==> src/rtl/regwake_sb.sv <==
module regwake_sb #(
  parameter int NUM_PREGS = 16,
  parameter int NUM_SLOTS = 8,
  parameter int TAG_W = 5,
  localparam int SLOT_W = $clog2(NUM_SLOTS),
  localparam int PIDX_W = $clog2(NUM_PREGS)
)(
  input  logic                 clk,
  input  logic                 rst_n,
  input  logic                 dsp_vld,
  input  logic [SLOT_W-1:0]    dsp_slot,
  input  logic [TAG_W-1:0]     dsp_a_tag,
  input  logic                 dsp_a_rdy,
  input  logic [TAG_W-1:0]     dsp_b_tag,
  input  logic                 dsp_b_rdy,
  input  logic                 dsp_dst_vld,
  input  logic [TAG_W-1:0]     dsp_dst_tag,
  input  logic                 cmp_vld,
  input  logic [TAG_W-1:0]     cmp_tag,
  input  logic                 sqh_vld,
  input  logic [SLOT_W-1:0]    sqh_slot,
  output logic [NUM_SLOTS-1:0] opa_rdy,
  output logic [NUM_SLOTS-1:0] opb_rdy,
  output logic [NUM_SLOTS-1:0] slot_rdy
);

  logic [NUM_PREGS-1:0] sb;
  logic [NUM_SLOTS-1:0] vld, ra, rb;
  logic [NUM_SLOTS-1:0] wa [NUM_PREGS];
  logic [NUM_SLOTS-1:0] wb [NUM_PREGS];

  wire a_in   = int'(dsp_a_tag) < NUM_PREGS;
  wire b_in   = int'(dsp_b_tag) < NUM_PREGS;
  wire cmp_in = cmp_vld && (int'(cmp_tag) < NUM_PREGS);
  wire dst_in = dsp_vld && dsp_dst_vld && (int'(dsp_dst_tag) < NUM_PREGS);

  wire [PIDX_W-1:0] a_idx   = dsp_a_tag[PIDX_W-1:0];
  wire [PIDX_W-1:0] b_idx   = dsp_b_tag[PIDX_W-1:0];
  wire [PIDX_W-1:0] cmp_idx = cmp_tag[PIDX_W-1:0];
  wire [PIDX_W-1:0] dst_idx = dsp_dst_tag[PIDX_W-1:0];

  wire a_ok = dsp_a_rdy || !a_in || sb[a_idx] || (cmp_in && cmp_tag == dsp_a_tag);
  wire b_ok = dsp_b_rdy || !b_in || sb[b_idx] || (cmp_in && cmp_tag == dsp_b_tag);

  always_ff @(posedge clk) begin
    if (!rst_n) begin
      sb  <= '0;
      vld <= '0;
      ra  <= '0;
      rb  <= '0;
      for (int r = 0; r < NUM_PREGS; r++) begin
        wa[r] <= '0;
        wb[r] <= '0;
      end
    end else begin
      if (cmp_in) begin
        sb[cmp_idx] <= 1'b1;
        wa[cmp_idx] <= '0;
        wb[cmp_idx] <= '0;
      end
      if (dst_in) sb[dst_idx] <= 1'b0;
      for (int s = 0; s < NUM_SLOTS; s++) begin
        if (cmp_in && wa[cmp_idx][s]) ra[s] <= 1'b1;
        if (cmp_in && wb[cmp_idx][s]) rb[s] <= 1'b1;
        if (sqh_vld && sqh_slot == SLOT_W'(s)) begin
          vld[s] <= 1'b0;
          ra[s]  <= 1'b0;
          rb[s]  <= 1'b0;
          for (int r = 0; r < NUM_PREGS; r++) begin
            wa[r][s] <= 1'b0;
            wb[r][s] <= 1'b0;
          end
        end
        if (dsp_vld && dsp_slot == SLOT_W'(s)) begin
          vld[s] <= 1'b1;
          ra[s]  <= a_ok;
          rb[s]  <= b_ok;
          for (int r = 0; r < NUM_PREGS; r++) begin
            wa[r][s] <= !a_ok && a_idx == PIDX_W'(r);
            wb[r][s] <= !b_ok && b_idx == PIDX_W'(r);
          end
        end
      end
    end
  end

  assign opa_rdy  = vld & ra;
  assign opb_rdy  = vld & rb;
  assign slot_rdy = vld & ra & rb;

  AST_PRODUCER_FREE: assert property (@(posedge clk) disable iff (!rst_n)
    (dst_in && !(cmp_in && cmp_idx == dst_idx)) |-> (wa[dst_idx] == '0 && wb[dst_idx] == '0));

  AST_WAKE_SETS: assert property (@(posedge clk) disable iff (!rst_n)
    (cmp_in && !(dst_in && dst_idx == cmp_idx)) |=> sb[$past(cmp_idx)]);

  AST_UNTRACKED_READY: assert property (@(posedge clk) disable iff (!rst_n)
    (dsp_vld && !a_in) |=> opa_rdy[$past(dsp_slot)]);

  AST_SAME_CYCLE_BYPASS: assert property (@(posedge clk) disable iff (!rst_n)
    (dsp_vld && !dsp_a_rdy && cmp_in && cmp_tag == dsp_a_tag) |=> opa_rdy[$past(dsp_slot)]);

  AST_SQUASH_EMPTIES: assert property (@(posedge clk) disable iff (!rst_n)
    (sqh_vld && !(dsp_vld && dsp_slot == sqh_slot)) |=> !opa_rdy[$past(sqh_slot)] && !slot_rdy[$past(sqh_slot)]);

  AST_DISPATCH_WINS: assert property (@(posedge clk) disable iff (!rst_n)
    (dsp_vld && sqh_vld && dsp_slot == sqh_slot && dsp_a_rdy && dsp_b_rdy) |=> slot_rdy[$past(dsp_slot)]);

endmodule

==> config.mk <==
export PLATFORM = sky130hd
export DESIGN_NAME = regwake_sb
export DESIGN_NICKNAME = d
export VERILOG_FILES = /design/src/rtl/regwake_sb.sv
export SDC_FILE = /design/constraint.sdc
export NUM_CORES = 1
export LEC_CHECK = 0
export ABC_CLOCK_PERIOD_IN_PS = 6300
export BUFFER_PORTS_ARGS = -buffer_cell sky130_fd_sc_hd__buf_2
export CAP_MARGIN = 10
export CELL_PAD_IN_SITES_DETAIL_PLACEMENT = 2
export CELL_PAD_IN_SITES_GLOBAL_PLACEMENT = 2
export CORE_UTILIZATION = 40
export CTS_BUF_LIST = sky130_fd_sc_hd__clkbuf_8
export CTS_CLUSTER_DIAMETER = 50
export DETAILED_ROUTE_END_ITERATION = 7
export HOLD_SLACK_MARGIN = 0.15
export PLACE_DENSITY = 0.78
export SLEW_MARGIN = 20
export SYNTH_ARGS = -nofsm -noshare
export SYNTH_HDL_FRONTEND = slang
export SYNTH_SLANG_ARGS = --single-unit
==> constraint.sdc <==
create_clock -name clk -period 6.3 [get_ports clk]
set_input_delay 0.315 -clock clk [delete_from_list [all_inputs] [get_ports clk]]
set_output_delay 0.315 -clock clk [all_outputs]
set_load 0.005 [all_outputs]
Yosys cells after proc, flatten, opt, wreduce, memory -nomap -nowiden
Memory sizes are Yosys's and may differ from the RTL's.
Index checks and enable logic that the tools add are counted.
{"block": "totals", "regBits": 40, "latch_bits": 0, "mem_bits_rw": 256, "rom_bits": 0, "mem_count": 2}
{"block": "op_classes", "add_sub_neg": 0, "n_mul": 0, "n_div": 0, "magnitude_cmp": 10, "eq_ne": 558, "shift": 0, "mux": 639, "bitwise_logic": 12554, "reduce_logical": 109}
{"name": "wa", "words": 16, "word_bits": 8, "rd": 1, "rd_ports_with_merged_regs": 0, "wr": 17, "line_no": "29", "rtl": "logic [NUM_SLOTS-1:0] wa [NUM_PREGS];"}
{"name": "wb", "words": 16, "word_bits": 8, "rd": 1, "rd_ports_with_merged_regs": 0, "wr": 17, "line_no": "30", "rtl": "logic [NUM_SLOTS-1:0] wb [NUM_PREGS];"}
{"op": "1-bit bitwise AND", "n": 4524}
{"op": "1-bit inverter", "n": 4012}
{"op": "1-bit bitwise AND (second input constant)", "n": 3500}
{"op": "4-bit == test (second input constant)", "n": 528}
{"op": "1-bit two-way mux", "n": 632}
{"op": "1-bit bitwise OR", "n": 512}
{"op": "1-bit logical AND", "n": 71}
{"op": "16-bit two-way mux", "n": 3}
{"op": "3-bit nonzero test", "n": 16}
{"op": "4-bit by 3-bit == test with 1-bit output (second input constant)", "n": 8}
{"op": "8-bit bitwise AND", "n": 3}
{"op": "3-bit == test (second input constant)", "n": 8}
{"op": "4-bit by 5-bit < comparator with 1-bit output (second input constant)", "n": 4}
{"op": "5-bit < comparator (second input constant)", "n": 4}
{"op": "16-bit bitwise AND", "n": 1}
{"op": "4-bit by 2-bit == test with 1-bit output (second input constant)", "n": 4}
{"op": "16-bit inverter", "n": 1}
{"op": "16-bit bitwise OR", "n": 1}
{"op": "2-bit nonzero test", "n": 8}
{"op": "3-bit by 2-bit == test with 1-bit output (second input constant)", "n": 4}
{"op": "5-bit == test", "n": 2}
{"op": "1-bit binary-select mux with 4-bit select", "n": 2}
{"op": "1-bit demux with 4-bit select", "n": 2}
{"op": "4-bit by 1-bit == test with 1-bit output (second input constant)", "n": 2}
{"op": "6 further kinds", "n": 18}

Longest topological paths before layout
Gate-level depths: netlist of the first run.
{"block": "logic_depth", "depth_word": 263, "mapped_depth": 9, "ltp_nobuf": 5}

Worst setup path before layout of the first run
No wires, ideal clock.
{"block": "synth_path", "path_kind": "input-to-reg", "startpoint": "in dsp_b_tag[0]", "endpoint": "mem wb[2][2], data pin", "arrival_ps": 2060, "t_required_ps": 6160, "path_slack_ps": 4099, "cell_stages": 7, "n_path_buf": 2, "cell_sequence": "buf_2 > mux4_2 > or2_0 > a2111oi_2 > buf_4 > nand2_1 > nor2_1"}
{"element": "from (decl)", "line_no": "14", "rtl": "input logic [TAG_W-1:0] dsp_b_tag,"}
{"element": "to (decl)", "line_no": "30"}

==> summary.txt, run 1 <==
cell count after synthesis: 1,308
Synthesized Nets: 1,342
Setup Total Neg Slack: 0 ns
CTS Hold Bufs: 10
Std-Cell Rows: 68
clk_skew: 0.01920 ns
cts bufs inserted: 53
Synth warnings: 0
Worst-path clk slew: 0.06 ns
final hold violation count: 0
P_int: 0.003130 W
Worst EP arrival: 3.51 ns
CP Data Required Time: 6.68 ns
Slew @ Worst Pin: 1.125 ns
Chip Width: 191.2 um
Worst R2R Setup Slack: 3.17 ns
Clock Path Buffers: 3
worst slack, placed: 2.613 ns
initial DRC count: 1,045
share of layout cells above drive strength 1: 17.41%
status: finished, final reports clean
Reg power frac: 51.2%
fmax: 0.3193 GHz
number of diodes: 0
clock power share: 39.3%
share of synthesized flip-flops with an asynchronous set or reset: 0%
Global Route Usage Sum: 30.15%
crit path max-delay cell type: buf_4
Post-DRT Antenna Nets: 0
hold crit path type: primary input to flip-flop
Pins Over Slew Limit: 0
sw frac: 27.08%
CP bufs+invs: 1
Pleak: 5.547 nW
post-synthesis cell type count: 58
commonest non-fill, non-tap cell in the layout: edfxtp_1
number of global-route vias before repair: 12.40k
Period Utilization, post-route: 49.72%
fin crit period: 3.132 ns
Comb pwr share: 9.5%
Initial Util: 41.05%
Crit Path Category: flip-flop to flip-flop
core box area: 0.03488 mm^2
Worst path top cell family by delay: simple AND/OR/NAND/NOR gates
Post-DP HPWL: 37,620 um
R2R depth: 6
crit-path max FO: 54
1st-pass router iterations: 5
crit end category: flip-flop
final WL: 54,160 um
grt total ovfl: 0
io pins: 58
Post-synth EDFFs: 200
setup violators final: 0
hold depth: 4
first-pass GRT wire length: 79,950 um
largest net degree at the start of global routing: 55
fin nets: 1,382
Syn-to-layout area delta: 11.91%
Chip Height: 191.2 um
Hold Path Origin: sqh_slot[2]
Fillers: 3,650
Sw Pwr: 0.001163 W
die area: 0.03656 mm^2
max-capacitance violation count: 0
CP Capture Point: wa[4][7]
detailed-route via count: 11.73k
Slew Limit Headroom: 24.95%
H-tree depth: 2
worst skew pair latency: 0.60 ns
post_cts resized: 0
TritonCTS clock tree: done
commonest cells after routing, fill and taps aside: edfxtp_1, nand2_1, nor2_1
delay of the slowest cell on the worst path: 0.51 ns
RSZ-0062 raised after global routing: no
CTS Sinks: 296
crit-path cells: mux4_2 -> a221oi_1 -> and2_1 -> nand2_4 -> buf_4 -> nor3_1
reg2reg end: wa[4][7]
drt wl/cell: 29.36 um
CP startpoint: sb[11]
final setup margin: 3.168 ns
P per Cell Area: 267.9 mW/mm^2
worst IR drop on VDD: 129.3 uV
GP Congestion: 0.8381
drt drc: 0
register bit total from synthesis: 296
number of antenna violations at the first check in global routing: 3
IO buf count: 57
vias per std cell: 6.359
Post-Syn Area: 0.01432 mm^2
top_reg_cell synth: edfxtp_1
Seq/Total Area, Yosys: 55.37%
syn_area_per_cell: 10.95 um^2
RR Startpoint: sb[11]
post-CTS setup buffer count: 0
CTS root buffer: clkbuf_8
WP depth: 6
Worst Setup Start Kind: flip-flop
[kinds of logic (layout without fill, tap and decap cells)]
| family | count (synthesis) | after routing | share of synthesized area [%] |
|---|---|---|---|
| AND/OR/NAND/NOR | 602 | 602 | 19.51 |
| flip-flops | 296 | 296 | 55.37 |
| AO/OA/AOI/OAI | 204 | 204 | 9.656 |
| buffers and inverters | 118 | 200 | 3.443 |
| multiplexers | 81 | 81 | 11.60 |
| XOR/XNOR | 7 | 7 | 0.4282 |
[worst min path at each step]
stage,end,slack (ns)
final,vld[6],0.21
after floorplan,wa[14][0],0.42
after global routing,vld[7],0.21
after detailed placement,wa[6][1],0.45
after CTS,vld[7],0.15
after global placement,wa[13][0],0.43
[power by group through the flow]
stage / logic [W] / clock network, W / registers (W)
after floorplan: 0.000253 / 0 / 0.00221
after global placement: 0.000382 / 0 / 0.00223
after detailed placement: 0.000395 / 0 / 0.00223
after CTS: 0.000403 / 0.00170 / 0.00220
after global routing: 0.000431 / 0.00179 / 0.00220
final: 0.000408 / 0.00169 / 0.00220
[worst min-delay path, cell delays in order]
cell and delay [ns]:
buf_2 0.14, nand4b_1 0.14, a21oi_1 0.08, nor2_1 0.09
[per-stage QoR]
stage          cells  area [um^2]  utilization, %  hold slack [ns]  total power [W]
2_1_floorplan   1308        14320               -           0.4198         0.002461
3_3_place_gp    1738        14950           42.87           0.4312         0.002608
3_5_place_dp    1738        14950           42.87           0.4546         0.002629
4_1_cts         1845        16010           45.90           0.1545         0.004300
5_1_grt         1845        16020           45.94           0.2088         0.004417
6_report        1845        16020           45.94           0.2058         0.004292
[state kept, by name, summed over array words and instances (netlist names)]
signal,count
vld,8
sb,16
wb,128
rb,8
ra,8
wa,128
[final cells by class]
class,instances,area (um^2),area share [%]
Inverter,10,37.54,0.2342
Sequential cell,296,7928,49.47
Timing Repair Buffer,93,585.6,3.654
Clock buffer,55,757.0,4.724
Tap cell,455,569.3,3.553
Clock inverter,42,202.7,1.265
Multi-Input combinational cell,894,5944,37.10
[synth_stat cells, drive strengths merged, types with 12 or more instances]
master,count,area (um^2)
clkbuf,70,262.8
o21ai,46,230.2
dfxtp,96,1922
nand2b,13,81.33
edfxtp,200,6006
nand2,170,640.6
a22oi,30,225.2
buf,38,192.7
mux4,67,1509
nand4,17,106.4
and2,24,150.1
nand3,35,180.2
nor2,162,608.1
nor3,120,600.6
and3,12,75.07
o31ai,18,135.1
nor2b,15,93.84
a21oi,47,235.2
[per-layer routing]
metal | vias up | part of all wire (%) | track usage, %
li1 | 4985 | - | -
met1 | 6150 | 40 | 38.66
met2 | 478 | 49 | 50.86
met3 | 118 | 7.3 | 5.875
met4 | 2 | 3.2 | 10.26
met5 | - | 0.015 | 0
No activity file was read; power rests on OpenSTA's default activity.
==> run 2, diff against run 1 <==
--- a/config.mk
+++ b/config.mk
@@ -5,17 +5,18 @@
 export SDC_FILE = /design/constraint.sdc
 export NUM_CORES = 1
 export LEC_CHECK = 0
-export ABC_CLOCK_PERIOD_IN_PS = 6300
+export ABC_AREA = 1
+export ABC_CLOCK_PERIOD_IN_PS = 3100
 export BUFFER_PORTS_ARGS = -buffer_cell sky130_fd_sc_hd__buf_2
 export CAP_MARGIN = 10
 export CELL_PAD_IN_SITES_DETAIL_PLACEMENT = 2
 export CELL_PAD_IN_SITES_GLOBAL_PLACEMENT = 2
-export CORE_UTILIZATION = 40
+export CORE_UTILIZATION = 38
 export CTS_BUF_LIST = sky130_fd_sc_hd__clkbuf_8
 export CTS_CLUSTER_DIAMETER = 50
 export DETAILED_ROUTE_END_ITERATION = 7
 export HOLD_SLACK_MARGIN = 0.15
-export PLACE_DENSITY = 0.78
+export PLACE_DENSITY = 0.84
 export SLEW_MARGIN = 20
 export SYNTH_ARGS = -nofsm -noshare
 export SYNTH_HDL_FRONTEND = slang
==> constraint.sdc (replaced) <==
create_clock -name clk -period 3.1 [get_ports clk]
set_input_delay 0.155 -clock clk [delete_from_list [all_inputs] [get_ports clk]]
set_output_delay 0.155 -clock clk [all_outputs]
set_load 0.005 [all_outputs]
==> summary.txt, run 2 <==
status: finished, final reports clean
Slew @ Worst Pin: 1.086 ns (-0.03821 ns)
IO buf count: 57 (unchanged)
most numerous cell in the Yosys netlist: nand2_1
Period Utilization, post-route: 99.05%
Post-Syn Area: 0.01535 mm^2 (+7.2%)
number of global-route vias before repair: 17.71k (+43%)
drt wl/cell: 27.65 um (-5.8%)
P per Cell Area: 521.9 mW/mm^2 (+95%)
post-synthesis cell type count: 31 (-47%)
worst skew pair latency: 0.70 ns (+0.10 ns)
Chip Width: 203.0 um (+6.2%)
delay of the slowest cell on the worst path: 0.59 ns (+0.08 ns)
setup violators final: 0 (unchanged)
final hold slack: 0.2011 ns (-0.004719 ns)
final hold violation count: 0 (unchanged)
crit end category: flip-flop
hold depth: 7 (+3)
Synth area leader: edfxtp_1
share of layout cells above drive strength 1: 9.403% (-8.0 points)
Pleak: 7.762 nW (+40%)
Setup Total Neg Slack: 0 ns (unchanged)
cell count after synthesis: 2,108 (+61%)
hold crit path type: primary input to flip-flop
worst IR drop on VDD: 334.5 uV (+160%)
Synth area leaders: edfxtp_1, nand2_1, dfxtp_1, nor2_1, inv_1
Synth warnings: 0 (unchanged)
R2R depth: 11 (+5)
die area: 0.04120 mm^2 (+13%)
Chip Height: 203.0 um (+6.2%)
register bit total from synthesis: 296 (unchanged)
crit-path cells: dlygate4sd3_1 -> buf_2 -> inv_1 -> nor2_1 -> dlygate4sd3_1 -> inv_1 -> nor2_2 -> nand2_1 -> clkinvlp_4 -> buf_12 -> nand4_1 -> a21oi_1 -> dlygate4sd3_1
Syn-to-layout area delta: 14.83%
drt drc: 0 (unchanged)
Worst-path clk slew: 0.06 ns (about the same)
share of the synthesized area in the top cell type: 39.12% (-2.8 points)
fmax: 0.3257 GHz
commonest non-fill, non-tap cell in the layout: nand2_1
final WL: 76,550 um (+41%)
cts bufs inserted: 54 (+1.9%)
syn_area_per_cell: 7.282 um^2 (-33%)
Crit path top cell by count: dlygate4sd3_1
max-capacitance violation count: 0 (unchanged)
H-tree depth: 2 (unchanged)
number of antenna violations at the first check in global routing: 1 (-2)
Post-synth EDFFs: 200 (unchanged)
Post-DRT Antenna Nets: 0 (unchanged)
Seq/Total Area, Yosys: 51.64% (-3.7 points)
Pwr Total: 0.009200 W (+110%)
share of synthesized flip-flops with an asynchronous set or reset: 0% (unchanged)
Post-DP HPWL: 48,580 um (+29%)
biggest regs: wa (128), wb (128), sb (16)
vias per std cell: 5.829 (-8.3%)
top cells by count, synth: nand2_1, nor2_1, edfxtp_1
crit-path max FO: 20 (-63%)
Global Route Usage Sum: 37.17% (+7.0 points)
Initial Util: 38.55% (-2.5 points)
grt total ovfl: 0 (unchanged)
Std-Cell Rows: 73 (+7.4%)
first-pass GRT wire length: 112,800 um (+41%)
number of diodes: 0 (unchanged)
Clock Path Buffers: 3 (unchanged)
crit path max-delay cell type: dlygate4sd3_1
Worst EP arrival: 3.68 ns (+0.17 ns)
1st-pass router iterations: 6 (+1)
Pins Over Slew Limit: 0 (unchanged)
TritonCTS clock tree: done
CTS Sinks: 296 (unchanged)
fin crit period: 3.071 ns
Worst Setup Start Kind: primary input
initial DRC count: 1,433 (+37%)
CP Data Required Time: 3.71 ns (-2.97 ns)
top_reg_cell synth: edfxtp_1
largest net degree at the start of global routing: 65 (+18%)
clk_skew: 0.03850 ns (+0.01929 ns)
commonest cells after routing, fill and taps aside: nand2_1, nor2_1, edfxtp_1
core box area: 0.03982 mm^2 (+14%)
Synthesized Nets: 2,142 (+60%)
io pins: 58 (unchanged)
Fillers: 4,674 (+28%)
CTS root buffer: clkbuf_8
Crit Path Category: primary input to flip-flop
fin nets: 2,238 (+62%)
GP Congestion: 0.9280 (+11%)
Slew Limit Headroom: 27.40% (+2.5 points)
detailed-route via count: 16.14k (+38%)
run 2: final cells by class:
class                           instances  area [um^2]  share of cell area, %
Inverter                              117        442.9                  2.513
Timing Repair Buffer                  148         1084                  6.147
Sequential cell                       296         7928                  44.97
Clock buffer                           63        867.1                  4.919
Multi-Input combinational cell       1587         6496                  36.85
Tap cell                              525        656.9                  3.726
Clock inverter                         33        153.9                 0.8730
run 2: worst max-delay path: cells and delay by family:
| family | cells | cell delay, ns |
|---|---|---|
| AO/OA/AOI/OAI | 1 | 0.19 |
| buffers and inverters | 8 | 2.51 |
| AND/OR/NAND/NOR | 4 | 0.80 |
run 2: logic make-up (layout without fill, tap and decap cells):
family	Yosys count	after routing	share of synthesized area, %
simple gates	1445	1445	37.34
flops	296	296	51.64
buf+inv	225	361	6.138
compound gates	140	140	4.768
xor+xnor	2	2	0.1141
run 2: report_power, final:
group	leakage [nW]	internal, W	switching (W)	total, W
Clock	0.601	0.00185	0.00191	0.00376
Combinational	4.27	0.000222	0.000778	0.000999
Sequential	2.89	0.00437	0.0000701	0.00444
run 2: path summary, 6_finish.rpt:
kind / start / to / slack (ns)
worst min-delay path: dsp_a_rdy / wa[14][0] / 0.20
worst max-delay path: dsp_vld / wa[12][0] / 0.03
worst min register to register: wa[8][0] / wa[8][0] / 0.47
worst max register to register: sb[2] / wa[10][2] / 0.67
run 2: metrics by stage:
step | util [%] | area, um^2 | setup WS [ns] | std cells
floorplan | - | 15350 | 1.469 | 2108
global placement | 40.57 | 16160 | 0.3464 | 2628
detailed placement | 40.57 | 16160 | 0.2172 | 2628
CTS | 44.14 | 17580 | 0.1228 | 2764
global route | 44.27 | 17630 | -0.009103 | 2769
finish | 44.27 | 17630 | 0.02945 | 2769
run 2: metal layers:
metal	vias to the layer above	track usage, %	part of all wire, %
met5	-	0	0.012
met4	2	22.34	6.3
met3	294	6.324	7.6
met2	816	62.28	47
met1	8131	44.70	39
li1	6898	-	-
run 2: repair_timing:
| item | in CTS | in global routing |
|---|---|---|
| setup endpoints to repair | 0 | 2 |
| hold buffers | 40 | 0 |
| buffers inserted | 0 | 5 |
| endpoints found under the hold margin | 52 | 0 |
| gates resized for setup | 0 | 2 |
